===== config.mk =====
export PLATFORM = sky130hd
export DESIGN_NAME = scr_code_gen
export DESIGN_NICKNAME = d
export VERILOG_FILES = /design/src/rtl/scr_pkg.sv /design/src/rtl/scr_lane.sv /design/src/rtl/scr_ctrl.sv /design/src/rtl/scr_code_gen.sv
export SDC_FILE = /design/constraint.sdc
export NUM_CORES = 1
export LEC_CHECK = 0
export BUFFER_PORTS_ARGS = -buffer_cell sky130_fd_sc_hd__buf_2
export CORE_MARGIN = 8
export CORE_UTILIZATION = 50
export DETAILED_ROUTE_END_ITERATION = 16
export PLACE_DENSITY = 0.71
export SKIP_CTS_REPAIR_TIMING = 1
export SLEW_MARGIN = 20
export SYNTH_ARGS = -nofsm -noshare
export SYNTH_HDL_FRONTEND = slang
export SYNTH_SLANG_ARGS = --single-unit
export TNS_END_PERCENT = 5

===== constraint.sdc =====
create_clock -name clk -period 6.63 [get_ports clk]
set_input_delay 0.3315 -clock clk [delete_from_list [all_inputs] [get_ports clk]]
set_output_delay 0.3315 -clock clk [all_outputs]
set_load 0.02 [all_outputs]

===== src/rtl/scr_pkg.sv =====
package scr_pkg;
  localparam int unsigned LFSR_W = 18;
  // tap masks: bit t set means stage s(i+t) feeds the new stage s(i+18)
  localparam logic [LFSR_W-1:0] X_MASK = 18'h00081;  // taps 0,7
  localparam logic [LFSR_W-1:0] Y_MASK = 18'h004A1;  // taps 0,5,7,10
  localparam logic [LFSR_W-1:0] X_SEED = 18'h00001;
  localparam logic [LFSR_W-1:0] Y_SEED = 18'h3FFFF;
  localparam int unsigned N_LANES = 4;  // 0 x/I, 1 x/Q, 2 y/I, 3 y/Q

  typedef enum logic [1:0] {
    ST_IDLE = 2'd0,
    ST_PREQ = 2'd1,
    ST_ADV  = 2'd2,
    ST_RUN  = 2'd3
  } scr_state_e;
endpackage


===== src/rtl/scr_lane.sv =====
module scr_lane
  import scr_pkg::*;
#(
  parameter int unsigned CHIPS = 32,
  parameter logic [LFSR_W-1:0] SEED = X_SEED,
  parameter logic [LFSR_W-1:0] MASK = X_MASK
) (
  input  logic             clk,
  input  logic             rst_n,
  input  logic             load,
  input  logic             restore,
  input  logic             step_w,
  input  logic             step_1,
  input  logic             mark,
  output logic [CHIPS-1:0] chips
);
  logic [LFSR_W-1:0] s_q, s_n, sv_q, sv_n, s_w;

  function automatic logic [LFSR_W-1:0] adv1(input logic [LFSR_W-1:0] s);
    return {^(s & MASK), s[LFSR_W-1:1]};
  endfunction

  // unrolled word: chips of the current phase and the state CHIPS steps later
  always_comb begin
    logic [LFSR_W-1:0] t;
    t = s_q;
    chips = '0;
    for (int j = 0; j < CHIPS; j++) begin
      chips[j] = t[0];
      t = adv1(t);
    end
    s_w = t;
  end

  always_comb begin
    s_n  = s_q;
    sv_n = sv_q;
    if (load)         s_n = SEED;
    else if (restore) s_n = sv_q;
    else if (step_w)  s_n = s_w;
    else if (step_1)  s_n = adv1(s_q);
    if (mark) sv_n = s_q;
  end

  always_ff @(posedge clk or negedge rst_n) begin
    if (!rst_n) begin
      s_q  <= SEED;
      sv_q <= SEED;
    end else begin
      s_q  <= s_n;
      sv_q <= sv_n;
    end
  end
endmodule


===== src/rtl/scr_ctrl.sv =====
module scr_ctrl
  import scr_pkg::*;
#(
  parameter int unsigned CHIPS     = 32,
  parameter int unsigned FRAME_LEN = 38400,
  parameter int unsigned Q_OFS     = 131072,
  parameter int unsigned N_W       = 15
) (
  input  logic               clk,
  input  logic               rst_n,
  input  logic               start,
  input  logic [N_W-1:0]     code_n,
  input  logic               code_ok,
  input  logic               chip_en,
  output logic               load,
  output logic [N_LANES-1:0] step_w,
  output logic [N_LANES-1:0] step_1,
  output logic               mark,
  output logic               restore,
  output logic               ready,
  output logic               err,
  output logic               frame_first
);
  localparam int unsigned WORDS  = FRAME_LEN / CHIPS;
  localparam int unsigned QWORDS = Q_OFS / CHIPS;
  localparam int unsigned WC_W   = $clog2(WORDS);
  localparam int unsigned QC_W   = $clog2(QWORDS + 1);
  localparam logic [N_W-1:0]  CHIPS_N = N_W'(CHIPS);
  localparam logic [WC_W-1:0] LAST_W  = WC_W'(WORDS - 1);

  scr_state_e        st_q, st_n;
  logic [QC_W-1:0]   qcnt_q, qcnt_n;
  logic [N_W-1:0]    rem_q, rem_n;
  logic [WC_W-1:0]   word_q, word_n;
  logic              err_q, err_n;

  always_comb begin
    st_n    = st_q;
    qcnt_n  = qcnt_q;
    rem_n   = rem_q;
    word_n  = word_q;
    err_n   = err_q;
    load    = 1'b0;
    step_w  = '0;
    step_1  = '0;
    mark    = 1'b0;
    restore = 1'b0;
    if (start) begin
      if (code_ok) begin
        err_n  = 1'b0;
        load   = 1'b1;
        st_n   = ST_PREQ;
        qcnt_n = QC_W'(QWORDS);
        rem_n  = code_n;
        word_n = '0;
      end else begin
        err_n = 1'b1;
        st_n  = ST_IDLE;
      end
    end else begin
      case (st_q)
        ST_PREQ: begin
          step_w = 4'b1010;  // move Q lanes ahead by the branch offset
          qcnt_n = qcnt_q - 1'b1;
          if (qcnt_q == QC_W'(1)) st_n = ST_ADV;
        end
        ST_ADV: begin
          if (rem_q >= CHIPS_N) begin
            step_w = 4'b0011;
            rem_n  = rem_q - CHIPS_N;
          end else if (rem_q != '0) begin
            step_1 = 4'b0011;
            rem_n  = rem_q - 1'b1;
          end else begin
            mark = 1'b1;
            st_n = ST_RUN;
          end
        end
        ST_RUN: begin
          if (chip_en) begin
            if (word_q == LAST_W) begin
              restore = 1'b1;
              word_n  = '0;
            end else begin
              step_w = 4'b1111;
              word_n = word_q + 1'b1;
            end
          end
        end
        default: ;
      endcase
    end
  end

  always_ff @(posedge clk or negedge rst_n) begin
    if (!rst_n) begin
      st_q   <= ST_IDLE;
      qcnt_q <= '0;
      rem_q  <= '0;
      word_q <= '0;
      err_q  <= 1'b0;
    end else begin
      st_q   <= st_n;
      qcnt_q <= qcnt_n;
      rem_q  <= rem_n;
      word_q <= word_n;
      err_q  <= err_n;
    end
  end

  assign ready       = (st_q == ST_RUN);
  assign err         = err_q;
  assign frame_first = ready && (word_q == '0);
endmodule


===== src/rtl/scr_code_gen.sv =====
module scr_code_gen
  import scr_pkg::*;
#(
  parameter int unsigned CHIPS     = 32,
  parameter int unsigned FRAME_LEN = 38400,
  parameter int unsigned Q_OFS     = 131072,
  parameter int unsigned K_W       = 13
) (
  input  logic               clk,
  input  logic               rst_n,
  input  logic               start,
  input  logic [K_W-1:0]     code_k,
  input  logic [1:0]         alt_sel,
  input  logic               chip_en,
  output logic [2*CHIPS-1:0] i_chips,
  output logic [2*CHIPS-1:0] q_chips,
  output logic               frame_start,
  output logic               ready,
  output logic               code_err
);
  localparam int unsigned N_W = K_W + 2;

  logic [1:0] rst_sync;
  logic       rst_i;
  always_ff @(posedge clk or negedge rst_n) begin
    if (!rst_n) rst_sync <= 2'b00;
    else        rst_sync <= {rst_sync[0], 1'b1};
  end
  assign rst_i = rst_sync[1];

  logic [N_W-1:0]     code_n;
  logic               code_ok;
  logic               load, mark, restore;
  logic [N_LANES-1:0] step_w, step_1;
  logic [CHIPS-1:0]   lane_chips [N_LANES];
  logic [CHIPS-1:0]   i_bits, q_bits;

  assign code_n  = {alt_sel, code_k};
  assign code_ok = (alt_sel != 2'b11);

  scr_ctrl #(
    .CHIPS(CHIPS), .FRAME_LEN(FRAME_LEN), .Q_OFS(Q_OFS), .N_W(N_W)
  ) u_ctrl (
    .clk(clk), .rst_n(rst_i), .start(start), .code_n(code_n),
    .code_ok(code_ok), .chip_en(chip_en), .load(load), .step_w(step_w),
    .step_1(step_1), .mark(mark), .restore(restore), .ready(ready),
    .err(code_err), .frame_first(frame_start)
  );

  for (genvar l = 0; l < N_LANES; l++) begin : g_lane
    localparam logic [LFSR_W-1:0] L_SEED = (l < 2) ? X_SEED : Y_SEED;
    localparam logic [LFSR_W-1:0] L_MASK = (l < 2) ? X_MASK : Y_MASK;
    scr_lane #(.CHIPS(CHIPS), .SEED(L_SEED), .MASK(L_MASK)) u_lane (
      .clk(clk), .rst_n(rst_i), .load(load), .restore(restore),
      .step_w(step_w[l]), .step_1(step_1[l]), .mark(mark),
      .chips(lane_chips[l])
    );
  end

  assign i_bits = lane_chips[0] ^ lane_chips[2];
  assign q_bits = lane_chips[1] ^ lane_chips[3];

  for (genvar j = 0; j < CHIPS; j++) begin : g_map
    assign i_chips[2*j+1:2*j] = i_bits[j] ? 2'b11 : 2'b01;
    assign q_chips[2*j+1:2*j] = q_bits[j] ? 2'b11 : 2'b01;
  end
endmodule


==> qor.yml, run 1 <==
port_buffers: 85
cts_tree: "yes"
grt_pass1_wl_um: 49600
first_global_vias: 9340
syn_inst: 1284
min_path_type: "in -> reg"
numCtsBuffers: 17
layout_commonest_cell: "xnor2_1"
fin_nets: 1311
fin_crit_ns: 3.33
finClkSkew_ns: 0.0118
yosysWarnings: 0
start_util_pct: 50.6
cp.required_ns: 6.94
layout_common_cells: "190 x xnor2_1, 115 x xor2_1, 111 x dfrtp_1"
row_count: 58
post-route-util_pct: 53.6
cp.arrival_ns: 3.64
slew_violations: 0
drv_cap: 0
r2r_start: "u_ctrl.word_q[6]"
worstSetupStartpointType: "register"
drt-total-wl_um: 30700
clk_path_buf_depth: 2
drt_iter0_markers: 645
stdcell_area_mm2: 0.0134
placement.cell_area_mm2: 0.0128
num_antenna_cells: 0
worstHoldStart: "code_k[6]"
routedWlPerCell_um: 18.8
die_area_mm2: 0.0307
cts_sinks: 188
core_mm2: 0.0250
area_delta_synth_final_pct: 6.02
io_pins: 150
gr-total-overflow: 0
grt_max_degree: 73
via_per_inst: 5.59
setup_viol: 0
ant_nets: 0
crit_fanout: 43
synth_seq_area_share_pct: 37.9
fmax_mhz: 300
dr.pass1.iters: 5
tightest_slew_ns: 1.09
synth_enable_flop_cells: 0
path_class: "reg -> reg"
slew_headroom_pct: 27.4
ys_ff_latch: 188
clk_pin_slew_ns: 0.07
crit_start: "u_ctrl.word_q[6]"
rsz0062_at_grt: "false"
fin_tns_setup_ns: 0
grt_usage_pct: 19.9
status: "complete, no violations"
drc: 0
synth_top_flop_cell: "dfrtp_1"
vias: 9096
hpwl_um: 21100
end_kind: "register"
synth_area_mm2: 0.0127
clock_tree.root_cell: "clkbuf_16"
antenna_found_initial: 1
die_h_um: 175
hold_viol_final: 0
drive_gt1_share_pct: 22.7
synth.avg_cell_area_um2: 9.86
fin_crit_sh_pct: 50.2
htreeDepth: 4
ys_types: 66
gp_congestion: 0.895
die_x_um: 175
clk_latency_ns: 0.43
synthArstFlopShare_pct: 100
cells in the mapped netlist, types with 14 or more instances:
library cell | instances | area (um^2)
nand3_1 | 17 | 85.1
nor2_1 | 99 | 372
xnor2_1 | 190 | 1660
nand2_1 | 68 | 255
buf_2 | 21 | 105
mux2_2 | 73 | 822
a21oi_1 | 51 | 255
o31ai_1 | 25 | 188
xor2_1 | 115 | 1010
a211oi_1 | 24 | 180
o21ai_0 | 70 | 350
dfrtp_1 | 112 | 2800
a22o_1 | 14 | 123
dfstp_2 | 76 | 2000
clkbuf_1 | 80 | 300
mux2i_1 | 18 | 180
buf_4 | 66 | 495
o22ai_1 | 21 | 131
cell type report:
class / count / area (um^2)
Clock inverter: 10 / 125
Multi-Input combinational cell: 968 / 7030
Clock buffer: 22 / 485
Tap cell: 330 / 413
Fill cell: 2242 / 11600
Sequential cell: 188 / 4800
Inverter: 12 / 45.0
Timing Repair Buffer: 98 / 526
sequential cells by signal, indices dropped and copies added (netlist names):
register / cells
g_lane.u_lane.s_q: 72
g_lane.u_lane.sv_q: 72
rst_sync: 2
u_ctrl.err: 1
u_ctrl.qcnt_q: 13
u_ctrl.rem_q: 15
u_ctrl.st_q: 2
u_ctrl.word_q: 11
worst max-delay path, cell delays in order, from the launching register on:
cell and delay, ns:
dfrtp_1 0.43, or4_4 0.59, nor4_4 0.30, buf_4 0.47, nor2_1 0.16, nor2_4 0.61, mux2i_1 0.29, o21ai_0 0.11
a22o_1 0.23
stage by stage:
stage / hold WS [ns] / instances / setup WS [ns]
finish: 0.162 / 1628 / 3.30
global route: 0.174 / 1628 / 3.16
CTS: -0.343 / 1627 / 3.00
detailed placement: 0.122 / 1595 / 2.81
global placement: 0.118 / 1595 / 2.89
floorplan: 0.0359 / 1348 / 1.14
path summary, 6_finish.rpt:
| path | endpoint | slack, ns | cells past startpoint |
|---|---|---|---|
| setup reg to reg | g_lane[1].u_lane.s_q[7] | 3.30 | 8 |
| hold reg to reg | rst_sync[1] | 0.36 | 0 |
| max in group asynchronous | g_lane[1].u_lane.s_q[9] | 4.82 | 1 |
| setup / recovery | g_lane[1].u_lane.s_q[7] | 3.30 | 8 |
| hold / removal | u_ctrl.rem_q[6] | 0.16 | 3 |
| min in group asynchronous | rst_sync[1] | 0.21 | 2 |
layer usage:
| metal | vias up | track usage, % | share of wire [%] |
|---|---|---|---|
| met3 | 51 | 4.14 | 6.1 |
| met5 | - | 0 | 0.039 |
| li1 | 4230 | - | - |
| met1 | 4507 | 26.1 | 44 |
| met4 | 2 | 7.91 | 2.2 |
| met2 | 306 | 31.9 | 48 |
cells by family after synthesis:
logic type               count (synthesis)  synth area share, %
AO/OA/AOI/OAI                          239                 11.9
other                                    1               0.0296
multiplexers                            91                 7.91
AND/OR/NAND/NOR                        246                 9.08
flip-flops                             188                 37.9
buffers and inverters                  192                 8.66
XOR/XNOR                               320                 23.9
adder cells (fa/ha/maj)                  7                0.692
Power of run 1 is left out: the tool's default activity adds up to more than one toggle a clock period on the data nets, which glitch-free logic cannot reach.
==> inputs of run 2 (changes only) <==
--- a/config.mk
+++ b/config.mk
@@ -5,6 +5,7 @@
 export SDC_FILE = /design/constraint.sdc
 export NUM_CORES = 1
 export LEC_CHECK = 0
+export ABC_AREA = 1
 export BUFFER_PORTS_ARGS = -buffer_cell sky130_fd_sc_hd__buf_2
 export CORE_MARGIN = 8
 export CORE_UTILIZATION = 50
==> constraint.sdc (replaced) <==
create_clock -name clk -period 3.1 [get_ports clk]
set_input_delay 0.155 -clock clk [delete_from_list [all_inputs] [get_ports clk]]
set_output_delay 0.155 -clock clk [all_outputs]
set_load 0.02 [all_outputs]
==> qor.yml, run 2 <==
status: "complete, no violations"
first_global_vias: 12200
finClkSkew_ns: 0.0167
slew_headroom_pct: 41.3
row_count: 61
gp_congestion: 0.983
slew_violations: 0
synth.avg_cell_area_um2: 7.19
core_mm2: 0.0275
synthArstFlopShare_pct: 100
synth_enable_flop_cells: 0
cts_tree: "yes"
cp.required_ns: 2.94
die_h_um: 182
placement.cell_area_mm2: 0.0143
drt_iter0_markers: 1099
setup_viol: 0
drc: 0
die_area_mm2: 0.0332
synth_compound_area_share_pct: 14.4
crit_fanout: 7
grt_pass1_wl_um: 66000
via_per_inst: 5.49
layout_common_cells: "528 x nand2_1, 184 x inv_1, 166 x o21ai_0"
ys_types: 52
clk_pin_slew_ns: 0.08
vias: 12800
hpwl_um: 30600
drive_gt1_share_pct: 14.5
synthMuxAreaShare_pct: 0.163
top_regs: "g_lane.u_lane.s_q: 72 flops, g_lane.u_lane.sv_q: 72 flops, u_ctrl.rem_q: 15 flops"
synth_area_mm2: 0.0138
synth_simple_gate_area_share_pct: 25.9
cts_sinks: 188
clk_latency_ns: 0.45
die_x_um: 182
end_kind: "output port"
yosysWarnings: 0
post-synth-top-count-cell: "nand2_1"
layout_commonest_cell: "nand2_1"
start_util_pct: 50.2
synth-xor-area-share_pct: 12.0
gr-total-overflow: 0
stdcell_area_mm2: 0.0149
cp.arrival_ns: 2.69
synth_common_cells: "529 x nand2_1, 184 x inv_1, 166 x o21ai_0"
yosysTopAreaCellShare_pct: 20.3
port_buffers: 85
fin_crit_sh_pct: 91.9
antenna_found_initial: 0
area_delta_synth_final_pct: 8.16
htreeDepth: 4
ant_nets: 0
routedWlPerCell_um: 17.6
hold_viol_final: 0
rsz0062_at_grt: "false"
synth_adder_area_share_pct: 0.635
path_class: "reg -> out"
synth_top_family_by_area: "simple AND/OR/NAND/NOR gates"
tightest_slew_ns: 0.881
fmax_mhz: 351
io_pins: 150
synth_top_flop_cell: "dfrtp_1"
num_antenna_cells: 0
drt-total-wl_um: 40900
netlist.top_cell.by_area: "dfrtp_1"
synth_seq_area_share_pct: 34.8
grt_max_degree: 66
worstSetupStartpointType: "register"
clk_path_buf_depth: 2
fin_nets: 1996
synthTopCellsByArea: "dfrtp_1 20%, dfstp_2 14%, nand2_1 14%"
dr.pass1.iters: 5
syn_inst: 1919
clock_tree.root_cell: "clkbuf_16"
fin_tns_setup_ns: 0
min_path_type: "in -> reg"
grt_usage_pct: 24.7
numCtsBuffers: 17
fin_crit_ns: 2.85
ys_ff_latch: 188
r2r_slack_ns: 0.29
drv_cap: 0
-- run 2: cells by family after synthesis --
group / after synthesis
AO/OA/AOI/OAI: 334
XOR/XNOR: 188
adder cells (fa/ha/maj): 7
buffers and inverters: 359
flip-flops: 188
multiplexers: 2
other: 1
AND/OR/NAND/NOR: 840
-- run 2: layer usage --
metal  part of all wire (%)  track usage [%]  routed length (um)
met5                      0                0                   0
met4                    2.7             8.95                1090
met3                    7.7             3.96                3170
met2                     46             39.4               18700
met1                     44             33.4               18000
-- run 2: final timing paths --
check	start	to	cells after the start
setup / recovery	g_lane[2].u_lane.s_q[8]	i_chips[59]	8
hold / removal	code_k[11]	u_ctrl.rem_q[11]	3
setup reg to reg	g_lane[2].u_lane.s_q[11]	g_lane[2].u_lane.s_q[16]	17
hold reg to reg	rst_sync[0]	rst_sync[1]	0
max in group asynchronous	rst_sync[1]	g_lane[2].u_lane.sv_q[4]	1
min in group asynchronous	rst_n	rst_sync[1]	2
-- run 2: area by class of cell --
class,instances,area [um^2]
Clock buffer,19,433
Inverter,200,751
Sequential cell,188,4800
Tap cell,346,433
Multi-Input combinational cell,1436,7580
Clock inverter,13,148
Timing Repair Buffer,127,768
Fill cell,2619,12600
-- run 2: stage by stage --
stage | hold WS (ns) | utilization [%] | std cells | setup WS, ns
floorplan | -0.141 | - | 1983 | 0.0704
global placement | -0.0589 | 52.1 | 2294 | 0.124
detailed placement | -0.0579 | 52.1 | 2294 | 0.177
CTS | -0.528 | 54.2 | 2326 | 0.131
global route | 0.00124 | 54.3 | 2329 | 0.0184
finish | 0.00704 | 54.3 | 2329 | 0.251
-- run 2: worst max-delay path, cell delays in order (launching register included) --
cell and delay [ns]:
dfstp_2 0.65, inv_1 0.12, nand2_1 0.08, nand2_1 0.08
xnor2_1 0.49, nand3_1 0.13, nand2_1 0.25, xor2_1 0.23
buf_2 0.20
Power of run 2 is left out for the same reason.
==> inputs of run 3 (changes only) <==
--- a/config.mk
+++ b/config.mk
@@ -7,7 +7,7 @@
 export LEC_CHECK = 0
 export ABC_AREA = 1
 export BUFFER_PORTS_ARGS = -buffer_cell sky130_fd_sc_hd__buf_2
-export CORE_MARGIN = 8
+export CORE_MARGIN = 2
 export CORE_UTILIZATION = 50
 export DETAILED_ROUTE_END_ITERATION = 16
 export PLACE_DENSITY = 0.71
==> qor.yml, run 3 (synthesized netlist as in run 2, its figures left out) <==
core_mm2: 0.0270
hpwl_um: 28200
antenna_found_initial: 0
grt_max_degree: 187
path_class: "reg -> out"
die_x_um: 170
grt_usage_pct: 27.1
end_kind: "output port"
drc: 0
cts_sinks: 188
drt-total-wl_um: 38700
fmax_mhz: 354
clock_tree.root_cell: "clkbuf_16"
cp.required_ns: 2.94
top_regs: "g_lane.u_lane.s_q: 72 flops, g_lane.u_lane.sv_q: 72 flops, u_ctrl.rem_q: 15 flops"
die_area_mm2: 0.0289
clk_pin_slew_ns: 0.09
slew_headroom_pct: 54.0
failed_checks: "negative hold slack"
grt_pass1_wl_um: 62000
hold_viol_final: 3
io_pins: 150
clk_latency_ns: 0.45
routedWlPerCell_um: 16.7
setup_viol: 0
cts_tree: "yes"
drive_gt1_share_pct: 14.2
layout_common_cells: "528 x nand2_1, 184 x inv_1, 166 x o21ai_0"
cp.arrival_ns: 2.67
filler_cell_count: 2606
fin_tns_setup_ns: 0
rsz0062_at_grt: "false"
drv_cap: 0
ant_nets: 0
slew_violations: 0
area_delta_synth_final_pct: 8.24
dr.pass1.iters: 5
die_h_um: 170
numCtsBuffers: 17
whs_ns: -0.0159
first_global_vias: 11900
fin_crit_sh_pct: 91.3
r2r_slack_ns: 0.28
htreeDepth: 4
fin_crit_ns: 2.83
start_util_pct: 51.0
gr-total-overflow: 0
min_path_type: "in -> reg"
gp_congestion: 0.957
via_per_inst: 5.49
tightest_slew_ns: 0.688
layout_commonest_cell: "nand2_1"
fin_nets: 1985
finClkSkew_ns: 0.0248
num_antenna_cells: 0
drt_iter0_markers: 1184
crit_fanout: 10
worstSetupStartpointType: "register"
clk_path_buf_depth: 2
vias: 12700
status: "complete, but fails checks"
port_buffers: 85
row_count: 60
[run 3: final timing paths]
path                                                end                      from  depth (start not counted)
min in group asynchronous                   rst_sync[1]                     rst_n                          2
worst min-delay path                   u_ctrl.rem_q[11]                code_k[11]                          3
worst min register to register          u_ctrl.rem_q[0]               rst_sync[1]                          1
worst max-delay path                        q_chips[63]  g_lane[3].u_lane.s_q[15]                         12
worst max register to register  g_lane[1].u_lane.s_q[4]           u_ctrl.rem_q[0]                         13
max in group asynchronous       g_lane[0].u_lane.s_q[1]               rst_sync[1]                          2
[run 3: area by class of cell]
class	instances	area (um^2)	share of cell area [%]
clock inverters	14	210	1.41
well taps	341	427	2.86
clock buffers	18	439	2.94
repair buffers	116	718	4.81
flip-flops and latches	188	4800	32.2
inverters	200	751	5.03
multi-input cells	1436	7580	50.8
[run 3: per-stage QoR]
step	util [%]	worst slack [ns]	instances	instance area [um^2]
global placement	52.7	0.274	2279	14200
global route	55.2	0.00741	2313	14900
CTS	55.1	0.157	2311	14900
detailed placement	52.7	0.208	2279	14200
floorplan	-	0.0704	1983	14000
finish	55.2	0.271	2313	14900
[run 3: routing by layer]
metal  wire length (um)  vias up  part of all wire (%)  global-route usage [%]
met5                  0        -                     0                       0
met3               2740       76                   7.1                    3.98
met1              17100     5975                    44                    37.4
met4               1040        0                   2.7                    9.66
met2              17800      508                    46                    43.3
li1                   -     6134                     -                       -
[run 3: worst max-delay path: stages, from the launching register on]
cell	delay, ns
dfstp_2	0.67
inv_1	0.17
nand2_1	0.09
nand2_1	0.08
inv_1	0.06
nand2_1	0.04
nand2_1	0.22
nand3_1	0.14
nand2_1	0.14
nand2_1	0.10
nand2_2	0.19
xor2_1	0.15
buf_2	0.18
Power of run 3 is left out for the same reason.
